$ cat src/rtl/mtp_pkg.sv
package mtp_pkg;
  localparam int DEF_LINE_W   = 26;
  localparam int DEF_MISS_LAT = 12;
  localparam int DEF_ENTRIES  = 16;
  localparam int DEF_MAX_RUN  = 4;
  localparam int DEF_RECENT   = 8;
endpackage

$ cat src/rtl/mtp_delay_line.sv
module mtp_delay_line #(
  parameter int W     = 26,
  parameter int DEPTH = 12
) (
  input  logic         clk,
  input  logic         rst,
  input  logic         in_v,
  input  logic [W-1:0] in_line,
  output logic         out_v,
  output logic [W-1:0] out_line
);
  logic [W-1:0] line_q [DEPTH];
  logic [DEPTH-1:0] v_q;

  for (genvar g = 0; g < DEPTH; g++) begin : g_stage
    if (g == 0) begin : g_head
      always_ff @(posedge clk) begin
        line_q[g] <= in_line;
        if (rst) v_q[g] <= 1'b0;
        else     v_q[g] <= in_v;
      end
    end else begin : g_body
      always_ff @(posedge clk) begin
        line_q[g] <= line_q[g-1];
        if (rst) v_q[g] <= 1'b0;
        else     v_q[g] <= v_q[g-1];
      end
    end
  end

  assign out_v    = v_q[DEPTH-1];
  assign out_line = line_q[DEPTH-1];
endmodule

$ cat src/rtl/mtp_hist_table.sv
module mtp_hist_table #(
  parameter int W       = 26,
  parameter int ENTRIES = 16,
  parameter int LEN_W   = 3,
  parameter int MAX_RUN = 4,
  parameter int IDX_W   = $clog2(ENTRIES)
) (
  input  logic             clk,
  input  logic             rst,
  input  logic             wr_en,
  input  logic [IDX_W-1:0] wr_idx,
  input  logic [W-1:0]     wr_tag,
  input  logic [W-1:0]     wr_start,
  input  logic [LEN_W-1:0] wr_len,
  input  logic             rd_en,
  input  logic [IDX_W-1:0] rd_idx,
  output logic             rd_v,
  output logic [W-1:0]     rd_tag,
  output logic [W-1:0]     rd_start,
  output logic [LEN_W-1:0] rd_len
);
  localparam logic [LEN_W-1:0] MAXL = LEN_W'(MAX_RUN);

  logic [W-1:0]     tag_mem   [ENTRIES];
  logic [W-1:0]     start_mem [ENTRIES];
  logic [LEN_W-1:0] len_mem   [ENTRIES];
  logic [ENTRIES-1:0] vld_q;

  // storage without reset so it maps onto RAM
  always_ff @(posedge clk) begin
    if (wr_en) begin
      tag_mem[wr_idx]   <= wr_tag;
      start_mem[wr_idx] <= wr_start;
      len_mem[wr_idx]   <= wr_len;
    end
    rd_tag   <= tag_mem[rd_idx];
    rd_start <= start_mem[rd_idx];
    rd_len   <= len_mem[rd_idx];
  end

  always_ff @(posedge clk) begin
    if (rst) begin
      vld_q <= '0;
      rd_v  <= 1'b0;
    end else begin
      if (wr_en) vld_q[wr_idx] <= 1'b1;
      rd_v <= rd_en && vld_q[rd_idx];
    end
  end

  p_len_range_r4: assert property (@(posedge clk) disable iff (rst)
    wr_en |-> (wr_len != '0) && (wr_len <= MAXL));
endmodule

$ cat src/rtl/mtp_recent_filter.sv
module mtp_recent_filter #(
  parameter int W     = 26,
  parameter int DEPTH = 8
) (
  input  logic         clk,
  input  logic         rst,
  input  logic         push,
  input  logic [W-1:0] push_line,
  input  logic [W-1:0] q_line,
  output logic         hit
);
  logic [W-1:0] ln_q [DEPTH];
  logic [DEPTH-1:0] v_q;
  logic [DEPTH-1:0] match;

  for (genvar g = 0; g < DEPTH; g++) begin : g_slot
    always_ff @(posedge clk) begin
      if (rst) v_q[g] <= 1'b0;
      else if (push) v_q[g] <= (g == 0) ? 1'b1 : v_q[(g == 0) ? 0 : g-1];
      if (push) ln_q[g] <= (g == 0) ? push_line : ln_q[(g == 0) ? 0 : g-1];
    end
    assign match[g] = v_q[g] && (ln_q[g] == q_line);
  end

  assign hit = |match;

  // a line already held in the list must never be pushed again
  p_push_unique_r7: assert property (@(posedge clk) disable iff (rst)
    push && (push_line == q_line) |-> !hit);
endmodule

$ cat src/rtl/miss_trig_prefetch.sv
module miss_trig_prefetch #(
  parameter int LINE_W      = mtp_pkg::DEF_LINE_W,
  parameter int MISS_LAT    = mtp_pkg::DEF_MISS_LAT,
  parameter int TBL_ENTRIES = mtp_pkg::DEF_ENTRIES,
  parameter int MAX_RUN     = mtp_pkg::DEF_MAX_RUN,
  parameter int RECENT      = mtp_pkg::DEF_RECENT
) (
  input  logic              clk,
  input  logic              rst,
  input  logic              fetch_valid,
  input  logic [LINE_W-1:0] fetch_line,
  input  logic              miss_valid,
  input  logic [LINE_W-1:0] miss_line,
  output logic              probe_valid,
  output logic [LINE_W-1:0] probe_line,
  input  logic              probe_hit,
  output logic              pf_valid,
  output logic [LINE_W-1:0] pf_line,
  input  logic              pf_ready
);
  localparam int IDX_W = $clog2(TBL_ENTRIES);
  localparam int LEN_W = $clog2(MAX_RUN + 1);
  localparam logic [LEN_W-1:0] MAXL = LEN_W'(MAX_RUN);
  localparam logic [LEN_W-1:0] ONE  = LEN_W'(1);

  // trigger delay line
  logic              trig_v;
  logic [LINE_W-1:0] trig_line;

  mtp_delay_line #(.W(LINE_W), .DEPTH(MISS_LAT)) u_delay (
    .clk(clk), .rst(rst), .in_v(fetch_valid), .in_line(fetch_line),
    .out_v(trig_v), .out_line(trig_line)
  );

  // run tracking
  logic              run_open;
  logic [LINE_W-1:0] run_tag, run_start, run_last;
  logic [LEN_W-1:0]  run_len;
  logic              extend, fresh, wr_en;
  logic [IDX_W-1:0]  wr_idx;
  logic [LINE_W-1:0] wr_tag, wr_start;
  logic [LEN_W-1:0]  wr_len;

  always_comb begin
    extend   = miss_valid && run_open &&
               (miss_line == run_last + LINE_W'(1)) && (run_len < MAXL);
    fresh    = miss_valid && !extend && trig_v;
    wr_en    = extend || fresh;
    wr_tag   = extend ? run_tag   : trig_line;
    wr_start = extend ? run_start : miss_line;
    wr_len   = extend ? run_len + ONE : ONE;
    wr_idx   = wr_tag[IDX_W-1:0];
  end

  always_ff @(posedge clk) begin
    if (rst) begin
      run_open <= 1'b0;
    end else if (miss_valid) begin
      run_open <= wr_en;
    end
    if (wr_en) begin
      run_tag   <= wr_tag;
      run_start <= wr_start;
      run_last  <= miss_line;
      run_len   <= wr_len;
    end
  end

  // history table and lookup
  logic              rd_v;
  logic [LINE_W-1:0] rd_tag, rd_start;
  logic [LEN_W-1:0]  rd_len;
  logic [LINE_W-1:0] fetch_q;
  logic              hit;

  mtp_hist_table #(.W(LINE_W), .ENTRIES(TBL_ENTRIES), .LEN_W(LEN_W),
                   .MAX_RUN(MAX_RUN)) u_table (
    .clk(clk), .rst(rst),
    .wr_en(wr_en), .wr_idx(wr_idx), .wr_tag(wr_tag), .wr_start(wr_start),
    .wr_len(wr_len),
    .rd_en(fetch_valid), .rd_idx(fetch_line[IDX_W-1:0]),
    .rd_v(rd_v), .rd_tag(rd_tag), .rd_start(rd_start), .rd_len(rd_len)
  );

  always_ff @(posedge clk) fetch_q <= fetch_line;

  assign hit = rd_v && (rd_tag == fetch_q);

  // issue sequencer with filter
  logic              iss_active;
  logic [LINE_W-1:0] iss_line;
  logic [LEN_W-1:0]  iss_left;
  logic              recent_hit, drop, slot_free, send, adv;

  mtp_recent_filter #(.W(LINE_W), .DEPTH(RECENT)) u_recent (
    .clk(clk), .rst(rst), .push(send), .push_line(iss_line),
    .q_line(iss_line), .hit(recent_hit)
  );

  always_comb begin
    drop      = iss_active && (probe_hit || recent_hit);
    slot_free = !pf_valid || pf_ready;
    send      = iss_active && !drop && slot_free;
    adv       = drop || send;
  end

  always_ff @(posedge clk) begin
    if (rst) begin
      iss_active <= 1'b0;
    end else if (hit) begin
      iss_active <= 1'b1;
    end else if (adv && (iss_left == ONE)) begin
      iss_active <= 1'b0;
    end
    if (hit) begin
      iss_line <= rd_start;
      iss_left <= rd_len;
    end else if (adv) begin
      iss_line <= iss_line + LINE_W'(1);
      iss_left <= iss_left - ONE;
    end
  end

  always_ff @(posedge clk) begin
    if (rst) begin
      pf_valid <= 1'b0;
    end else if (send) begin
      pf_valid <= 1'b1;
    end else if (pf_ready) begin
      pf_valid <= 1'b0;
    end
    if (send) pf_line <= iss_line;
  end

  assign probe_valid = iss_active;
  assign probe_line  = iss_line;

  p_hold_stall_r9: assert property (@(posedge clk) disable iff (rst)
    pf_valid && !pf_ready |=> pf_valid && $stable(pf_line));

  p_probe_drop_r8: assert property (@(posedge clk) disable iff (rst)
    probe_valid && probe_hit && (!pf_valid || pf_ready) |=> !pf_valid);

  p_ascend_step_r6: assert property (@(posedge clk) disable iff (rst)
    probe_valid && !hit && (!pf_valid || pf_ready) |=>
      !probe_valid || (probe_line == $past(probe_line) + LINE_W'(1)));
endmodule

$ cat config.mk
export PLATFORM = sky130hd
export DESIGN_NAME = miss_trig_prefetch
export DESIGN_NICKNAME = d
export VERILOG_FILES = /design/src/rtl/mtp_pkg.sv /design/src/rtl/mtp_delay_line.sv /design/src/rtl/mtp_hist_table.sv /design/src/rtl/mtp_recent_filter.sv /design/src/rtl/miss_trig_prefetch.sv
export SDC_FILE = /design/constraint.sdc
export NUM_CORES = 1
export LEC_CHECK = 0
export ABC_AREA = 1
export BUFFER_PORTS_ARGS = -buffer_cell sky130_fd_sc_hd__buf_4
export CORE_AREA = 2 2 387 389
export CTS_BUF_LIST = sky130_fd_sc_hd__clkbuf_4 sky130_fd_sc_hd__clkbuf_8
export CTS_CLUSTER_DIAMETER = 100
export DETAILED_ROUTE_END_ITERATION = 6
export DIE_AREA = 0 0 389 391
export GPL_ROUTABILITY_DRIVEN = 0
export PLACE_DENSITY = 0.51
export SYNTH_ARGS = -nofsm -noshare
export SYNTH_HDL_FRONTEND = slang
export SYNTH_SLANG_ARGS = --single-unit
$ cat constraint.sdc
create_clock -name clk -period 7.3 [get_ports clk]
set_input_delay 1.46 -clock clk [delete_from_list [all_inputs] [get_ports clk]]
set_output_delay 1.46 -clock clk [all_outputs]
set_load 0.01 [all_outputs]
Yosys cells after proc, flatten, opt, wreduce, memory -nomap -nowiden

Memory sizes are Yosys's and may differ from the RTL's. A register that Yosys moved wholly into a read port is not among the register bits.
Index checks and enable logic that the tools add are counted.

Flip-flop bits (word level): 202
Output and inout bits: 54
Bits in writable memories: 1400
Memories kept: 5

Memory list:

| name              | depth | width | read ports | clocked after memory_dff | write ports | RTL line                | text |
|---|---|---|---|---|---|---|---|
| u_table.start_mem | 16    | 26    | 1          | 1                        | 1           | mtp_hist_table.sv:25    | `logic [W-1:0] start_mem [ENTRIES];` |
| u_table.tag_mem   | 16    | 26    | 1          | 1                        | 1           | mtp_hist_table.sv:24    | `logic [W-1:0] tag_mem [ENTRIES];` |
| u_delay.line_q    | 12    | 26    | 12         | 0                        | 12          | mtp_delay_line.sv:12    | `logic [W-1:0] line_q [DEPTH];` |
| u_recent.ln_q     | 8     | 26    | 8          | 0                        | 8           | mtp_recent_filter.sv:12 | `logic [W-1:0] ln_q [DEPTH];` |
| u_table.len_mem   | 16    | 3     | 1          | 1                        | 1           | mtp_hist_table.sv:26    | `logic [LEN_W-1:0] len_mem [ENTRIES];` |

Reductions and logical operators: 31
Multiplexer cells: 19
Add/sub/neg operators: 4
Equal/unequal tests: 11
Order comparisons: 4
Bitwise gates (word level): 1

Operators with widths:

| operator              | count |
|---|---|
| $eq 26x26->1          | 10 |
| $mux 26               | 4 |
| $add 26x1->26 const B | 2 |
| $logic_and 1x1->1     | 20 |
| $or 16x16->16         | 1 |
| $lt 4x5->1 const B    | 2 |
| $mux 1                | 10 |
| $mux 3                | 3 |
| $reduce_or 8->1       | 1 |
| $reduce_bool 2->1     | 3 |
| $bmux 1 s4            | 1 |
| $demux 1 s4           | 1 |
| $ge 4x1->1 const B    | 1 |
| $logic_or 1x1->1      | 4 |
| $add 3x1->3 const B   | 1 |
| $eq 3x1->1 const B    | 1 |
| $logic_not 1->1       | 3 |
| $lt 3x3->1 const B    | 1 |
| $sub 3x1->3 const B   | 1 |

Depth between registers and ports, before layout

Gate-level depths: netlist (run 1).

Depth after elaboration: 12
Mapped depth: 20
Mapped depth without buffers: 20

Cells and area by module

A second synthesis (run 1) with hierarchy kept.

Cells, all modules: 4978
Area, all modules: 61522.8 um2

By module, submodules not included:

| module             | cells an instance | times used | area each (um2) |
|---|---|---|---|
| mtp_hist_table     | 2737              | 1          | 36600.1 |
| mtp_recent_filter  | 1009              | 1          | 10131.0 |
| miss_trig_prefetch | 857               | 1          | 8008.9 |
| mtp_delay_line     | 375               | 1          | 6782.8 |

Worst setup path before layout (run 1)

Ideal clock, no wire load.

Path kind: input-to-reg
Start: input probe_hit
End: register pf_line[0] (enable)
Stages on the path: 5
Data required time: 6.740 ns
Setup time: 0.560 ns
Arrival time: 5.949 ns
Path buffers: 0
Slack: 0.791 ns
Cells stage by stage: inv_1 nand2_1 nor2_1 nand4_1 inv_1

Word-level cells in the longest chain between the ends: 5

Ends and longest elaborated chain:

| element                        | RTL line                  | text |
|---|---|---|
| start: declaration             | miss_trig_prefetch.sv:16  | `input logic probe_hit,` |
| $logic_or 1x1->1               | miss_trig_prefetch.sv:101 | `drop = iss_active && (probe_hit \|\| recent_hit);` |
| $logic_and 1x1->1              | miss_trig_prefetch.sv:101 |  |
| $logic_not 1->1                | miss_trig_prefetch.sv:103 | `send = iss_active && !drop && slot_free;` |
| $logic_and 1x1->1 (2 in a row) | miss_trig_prefetch.sv:103 |  |
| named net send                 | miss_trig_prefetch.sv:93  | `logic recent_hit, drop, slot_free, send, adv;` |
| end signal: assignment         | miss_trig_prefetch.sv:132 | `if (send) pf_line <= iss_line;` |
| end: declaration               | miss_trig_prefetch.sv:18  | `output logic [LINE_W-1:0] pf_line,` |

The timed path passes the listed nets, and every way through them passes these cells.
A chain may end at the register's enable or synchronous reset.

==> summary.txt, run 1 <==
Setup path
  • Critical Path Stages: 13
  • Largest delay contributor family on the critical path: buffers and inverters
  • Req. time, crit path: about 7900 ps
  • Slowest stage delay, CP: ~880 ps
  • WP data arrival: 5860 ps
  • Crit Path Class: reg2reg
  • Critical path's most frequent cell: nor2_1
  • Crit Path Max Fanout: between 80 and 90
  • Critical path startpoint category: register
  • Buf/Inv on CP: 3
  • Worst reg2reg path depth: 13
  • Crit path capture type: register
  • Crit-path slowest cell: edfxtp_1
  • Worst-path cell chain: clkinv_1 > o21ai_0 > nor2_1 > nand2_1 > nor2_1 > nand3_1 > nor2_1 > nor2_1 > nand2_1 > nor2_1 > nand4_1 > inv_8 > buf_4

Clocking
  • Clk sink count: 1605
  • Post-CTS Setup Inserts: 0
  • H-tree Lvls: 5
  • Cts hold-fix bufs: 0
  • TritonCTS Buffers: ~290
  • Clock buffer depth: 4
  • CTS tree: built
  • Clock Pin Slew Worst Setup and Hold Paths: 60 ps
  • Clk root buf: clkbuf_8
  • Worst-Skew Late Latency: just under 1000 ps
  • Post-CTS sizing: 0

Route
  • DR vias: 36400
  • ANT nets after route: 0
  • DR WL/cell: between 20 and 25 µm
  • Vias per cell: 5.35
  • WL final: between 150000 and 200000 µm
  • 1st-pass router iterations: 6
  • DRC: 0
  • Starting DRT DRC Count: between 2000 and 3000

STA
  • Endpoints failing hold: 0
  • RSZ-0062 raised after global routing: false
  • Fin crit share: between 70 and 80%
  • Worst slew pin tran: between 1000 and 1500 ps
  • Tmin final: approximately 5300 ps
  • Final worst slack: about 2000 ps
  • Max-slew violations: 0
  • Slew HR: approximately a quarter
  • Worst Clk Skew: around 91 ps
  • Final setup fails: 0
  • Setup TNS: 0 ps
  • Max frequency: around 0.19 GHz

Yosys
  • Avg Cell Area, Syn: roughly 13 µm²
  • Synthesis warning total: 0
  • Post-synth top area cell: edfxtp_1
  • Post-synthesis sequential area ratio: approximately three quarters
  • Ys async rst share: 0%
  • Cell Area, Synth: around 0.059 mm²
  • Number of flops mapped to enable cells by yosys: 1198
  • Main flop type after synthesis: edfxtp_1
  • Synth Net Count: around 4500
  • Synth top area share: between 60% and 70%
  • Synth Instances: 4461
  • Top post-synthesis cells by area: edfxtp_1, dfxtp_1, o21ai_0
  • Synth unique cells: 51
  • FF+latch count, synth: 1605

Placed design
  • Port Buffers: around 110
  • Post-place setup slack: 1330 ps
  • Dpl cells: 6315
  • Detailed placement HPWL: between 90000 and 100000 µm
  • Area after DPL: around 0.061 mm²

Finish
  • Most frequent cells in the layout: edfxtp_1, nor2_1, o21ai_0
  • FILL cells: approximately 13000
  • Commonest non-fill, non-tap cell in the layout: edfxtp_1
  • Final Non-Filler Cells: between 6000 and 7000
  • Layout cell share with drive strength beyond 1: about 15%
  • Syn-to-layout area delta: 14.2%
  • Final #Nets: 4723
  • Cell area after layout: around 0.067 mm²

Global routing
  • Vias in the first global route: between 30000 and 40000
  • Initial antenna violation count: 5
  • Largest net degree at the start of global routing: ~220
  • First-pass GRT wire length: between 200000 and 250000 µm
  • GR Overflow Total: 0
  • GRT Total Usage: 21.1%

Die
  • Starting density of the core: 39.5%
  • IO Count: 112
  • Die area: 0.152 mm²
  • Cell Rows: roughly 140
  • Core outline area: 0.149 mm²
  • Die width: about 390 µm
  • Die Span Y: 391 µm

Power and ir drop
  • VDD IR max: about 0.16 mV
  • Static Leak: 23.4 nW
  • Power Dens Cells: 281 mW/mm²

Run status
  • Run status: finished, final reports clean

Worst hold path
  • Hold crit path type: reg2reg
  • Hold path cells: 0

Flow run
  • Max_cap viols: 0
==> cell usage after synthesis (6+ instances only) <==
cell	instances
nor4_1	17
o221ai_1	184
nand2_2	9
xor2_1	54
nand3b_1	8
nor2_2	9
clkbuf_1	198
a221oi_1	7
a21oi_1	32
o21ai_0	535
o22ai_1	66
nand2_1	430
dfxtp_1	407
mux2_2	23
o211ai_1	44
nor2_4	9
inv_1	200
edfxtp_1	1198
mux2_1	21
a21oi_2	11
nand4_1	36
xnor2_1	43
nor2_1	600
a22o_1	11
nand3_1	144
or2_2	20
buf_4	27
buf_1	12
buf_2	14
clkinv_1	12
buf_6	6
nor3_1	30
==> area by class of cell <==
class / count / area [µm²] / share of cell area [%]
flip-flops and latches: 1605 / 44100 / 65.8
clock buffers: 423 / 5170 / 7.71
diodes: 2 / 5.00 / 0.00746
inverters: 215 / 850 / 1.27
multi-input cells: 2384 / 12700 / 18.9
clock inverters: 66 / 462 / 0.688
well taps: 1944 / 2430 / 3.63
repair buffers: 167 / 1360 / 2.02
==> cells by family (layout without fill, tap and decap cells) <==
family                     after synthesis  in the layout  share of synthesized area, %
muxes                                   44             44                         0.844
DFF                                   1605           1605                          75.2
xor gates and xnor gates                97             97                          1.45
AOI/OAI and AO/OA                      915            915                          9.62
and+or+nand+nor                       1323           1323                          9.53
adders and majority gates                5              5                         0.107
buffers and inverters                  472            871                          3.30
other                                    0              2                             0
==> path summary, 6_finish.rpt <==
path                                       startpoint                    to  slack (ps)
worst min-delay path            u_delay.line_q[0][80]  u_delay.line_q[1][2]         300
worst max-delay path                   probe_line[18]  u_recent.ln_q[1][65]        2030
worst min register to register  u_delay.line_q[0][80]  u_delay.line_q[1][2]         300
worst max register to register         probe_line[18]  u_recent.ln_q[1][65]        2030
==> state kept, by name (all words and copies together), names as in the netlist, 3 cells and up <==
register / count
run_start: 26
u_table.vld_q: 16
u_recent.v_q: 8
u_table.rd_len: 3
probe_line: 26
u_table.rd_tag: 26
run_tag: 26
u_table.len_mem: 48
u_table.tag_mem: 416
u_table.start_mem: 416
pf_line: 25
u_table.rd_start: 26
u_delay.line_q: 312
u_delay.v_q: 11
run_len: 3
iss_left: 3
run_last: 26
u_recent.ln_q: 183
==> power breakdown <==
group / switching, W / internal (W)
registers: 0.0000442 / 0.00989
logic: 0.000476 / 0.000167
clock network: 0.00356 / 0.00472
==> metrics by stage <==
| step | hold WS, ps | utilization, % | power (W) |
|---|---|---|---|
| 6_report | 305 | 45.2 | 0.0189 |
| 5_1_grt | 290 | 45.2 | 0.0195 |
| 4_1_cts | 287 | 45.1 | 0.0191 |
| 3_5_place_dp | 312 | 41.4 | 0.0108 |
| 3_3_place_gp | 310 | 41.4 | 0.0108 |
| 2_1_floorplan | 310 | - | 0.0105 |
==> metal layers <==
metal	vias to the layer above	share of wire, %	track usage (%)	routed length, µm
met4	0	3.2	8.03	5220
li1	16600	-	-	-
met1	18300	43	28.1	70200
met5	-	0	0	0
met2	1213	48	34.8	78500
met3	323	5.3	3.44	8630
No activity file was read; power rests on OpenSTA's default activity.
==> run 2, diff against run 1 <==
--- a/config.mk
+++ b/config.mk
@@ -13,7 +13,7 @@
 export DETAILED_ROUTE_END_ITERATION = 6
 export DIE_AREA = 0 0 389 391
 export GPL_ROUTABILITY_DRIVEN = 0
-export PLACE_DENSITY = 0.51
+export PLACE_DENSITY = 0.53
 export SYNTH_ARGS = -nofsm -noshare
 export SYNTH_HDL_FRONTEND = slang
 export SYNTH_SLANG_ARGS = --single-unit
==> constraint.sdc (replaced) <==
create_clock -name clk -period 4.7 [get_ports clk]
set_input_delay 0.94 -clock clk [delete_from_list [all_inputs] [get_ports clk]]
set_output_delay 0.94 -clock clk [all_outputs]
set_load 0.01 [all_outputs]
==> run 2 against run 1 <==
Largest power group unchanged; sequential share of layout area shrank 0.85 points; maximum frequency grew 28%; setup slack lost 1400 ps; clock power grew 52%; sequential power grew 55%; die area is the same; clock skew shrank 15 ps; wire length shrank 1.3%; critical path type unchanged; sequential cell count is the same; global-route usage shrank 0.11 points; first-iteration DRC count grew 12%; non-clock buffer count grew 85.
==> summary.txt, run 2 (synthesis gave the netlist of run 1 again) <==
Flow run
  • Max_cap viols: 0 (unchanged)

Clocking
  • Clock buffer depth: 4 (unchanged)
  • Worst-Skew Late Latency: 980 ps (about the same)
  • Clk sink count: 1605 (unchanged)
  • Clk root buf: clkbuf_8
  • H-tree Lvls: 5 (unchanged)
  • Clock Pin Slew Worst Setup and Hold Paths: 60 ps (about the same)
  • TritonCTS Buffers: 284 (-1.0%)
  • CTS tree: built
  • Post-CTS Setup Inserts: 0 (unchanged)

STA
  • Max-slew violations: 0 (unchanged)
  • Worst slew pin tran: 1120 ps (-15.7 ps)
  • Final setup fails: 0 (unchanged)
  • Fin crit share: 87.3% (+15 points)
  • Max frequency: 0.244 GHz (+28%)
  • Tmin final: 4100 ps (-1170 ps)
  • Endpoints failing hold: 0 (unchanged)
  • Worst Clk Skew: 75.7 ps (-15.5 ps)
  • RSZ-0062 raised after global routing: false
  • Slew HR: 25.0% (+1.3 points)

Route
  • DRC: 0 (unchanged)
  • Vias per cell: 5.30 (-0.85%)
  • Starting DRT DRC Count: 3328 (+12%)
  • 1st-pass router iterations: 6 (unchanged)
  • WL final: 160000 µm (-1.3%)
  • ANT nets after route: 0 (unchanged)
  • DR vias: 36500 (+0.14%)
  • DR WL/cell: 23.3 µm (-2.3%)

Setup path
  • Crit Path Max Fanout: 42 (-52%)
  • Crit path capture type: register
  • Req. time, crit path: 5230 ps (-2650 ps)
  • Critical path startpoint category: register
  • WP data arrival: 4630 ps (-1230 ps)
  • Crit Path Class: reg2reg

Placed design
  • Port Buffers: 111 (unchanged)
  • Detailed placement HPWL: 96000 µm (+0.12%)
  • Area after DPL: 0.0622 mm² (+1.3%)

Run status
  • Run status: finished, final reports clean

Worst hold path
  • Hold crit path type: in2reg

Die
  • Die Span Y: 391 µm (unchanged)
  • Die area: 0.152 mm² (unchanged)
  • Die width: 389 µm (unchanged)
  • Cell Rows: 142 (unchanged)
  • Core outline area: 0.149 mm² (unchanged)
  • IO Count: 112 (unchanged)
  • Starting density of the core: 39.5% (unchanged)

Power and ir drop
  • VDD IR max: 0.255 mV (+64%)
  • Static Leak: 23.8 nW (+1.6%)
  • Power Dens Cells: 427 mW/mm² (+52%)
  • Final total power: 0.0290 W (+54%)

Global routing
  • GR Overflow Total: 0 (unchanged)
  • First-pass GRT wire length: 238000 µm (-0.13%)
  • GRT Total Usage: 21.0% (-0.11 points)
  • Largest net degree at the start of global routing: 210 (-5.8%)
  • Initial antenna violation count: 3 (-2)
  • Vias in the first global route: 36400 (+1.2%)

Finish
  • Commonest non-fill, non-tap cell in the layout: edfxtp_1
  • Cell area after layout: 0.0679 mm² (+1.3%)
  • Most frequent cells in the layout: edfxtp_1, nor2_1, o21ai_0
  • Syn-to-layout area delta: 15.7%
  • Layout cell share with drive strength beyond 1: 16.3% (+1.1 points)
  • Regs by FF count: u_table.start_mem x416, u_table.tag_mem x416, u_delay.line_q x312
  • FILL cells: 13400 (-0.42%)
  • Final #Nets: 4805 (+1.7%)
## run 2: power by group
group / internal [W] / switching (W) / total, W
Combinational: 0.000287 / 0.000722 / 0.00101
Sequential: 0.0154 / 0.0000659 / 0.0154
Clock: 0.00719 / 0.00540 / 0.0126
## run 2: worst paths after layout
path / from / to / slack [ps] / cells after the start
worst max register to register: run_last[0] / u_table.start_mem[5][12] / 600 / 17
worst min-delay path: miss_line[1] / run_last[1] / 190 / 1
worst min register to register: u_delay.line_q[2][73] / u_delay.line_q[2][99] / 290 / 0
worst max-delay path: run_last[0] / u_table.start_mem[5][12] / 600 / 17
## run 2: cell type report
cell class	count	area, µm²	area share [%]
Tap cell	1944	2430	3.58
Sequential cell	1605	44100	64.9
Antenna cell	4	10.0	0.0147
Clock inverter	46	324	0.477
Clock buffer	424	5170	7.61
Timing Repair Buffer	252	2360	3.48
Multi-Input combinational cell	2384	12700	18.6
Inverter	215	853	1.26
## run 2: per-layer routing
metal,vias to the layer above,global-route usage (%),share of wire [%]
met1,18200,28.0,43
met4,0,6.19,2.3
met3,276,4.09,6.2
met5,-,0,0
met2,1272,34.9,49
li1,16700,-,-
## run 2: per-stage QoR
| stage | std cells | utilization (%) | hold WS [ps] | worst slack [ps] | TNS [ps] |
|---|---|---|---|---|---|
| after detailed placement | 6378 | 41.9 | 312 | 414 | 0 |
| after global routing | 6871 | 45.7 | 116 | 274 | 0 |
| final | 6874 | 45.7 | 188 | 597 | 0 |
| after global placement | 6378 | 41.9 | 310 | 395 | 0 |
| after CTS | 6870 | 45.7 | 76.4 | 563 | 0 |
| after floorplan | 4461 | - | 310 | -513 | -107080 |
## run 2: critical path, cell delays in order (launching register included)
cell and delay, ps:
edfxtp_1 410, ha_1 220, nand2_1 170, nor2_8 220
nand3_1 140, nor2_1 180, nand3_1 90, nand2_1 110
nand2_1 70, nor3_2 380, nand2_4 210, buf_4 260
nand2_2 100, nand3_4 100, nor2_4 130, nand2_1 110
clkinv_2 70, buf_4 650
## run 2: repair_timing
item | in CTS | in global routing
resized for setup | 0 | 0
hold buffers | 22 | 0
hold endpoints to repair | 22 | 0
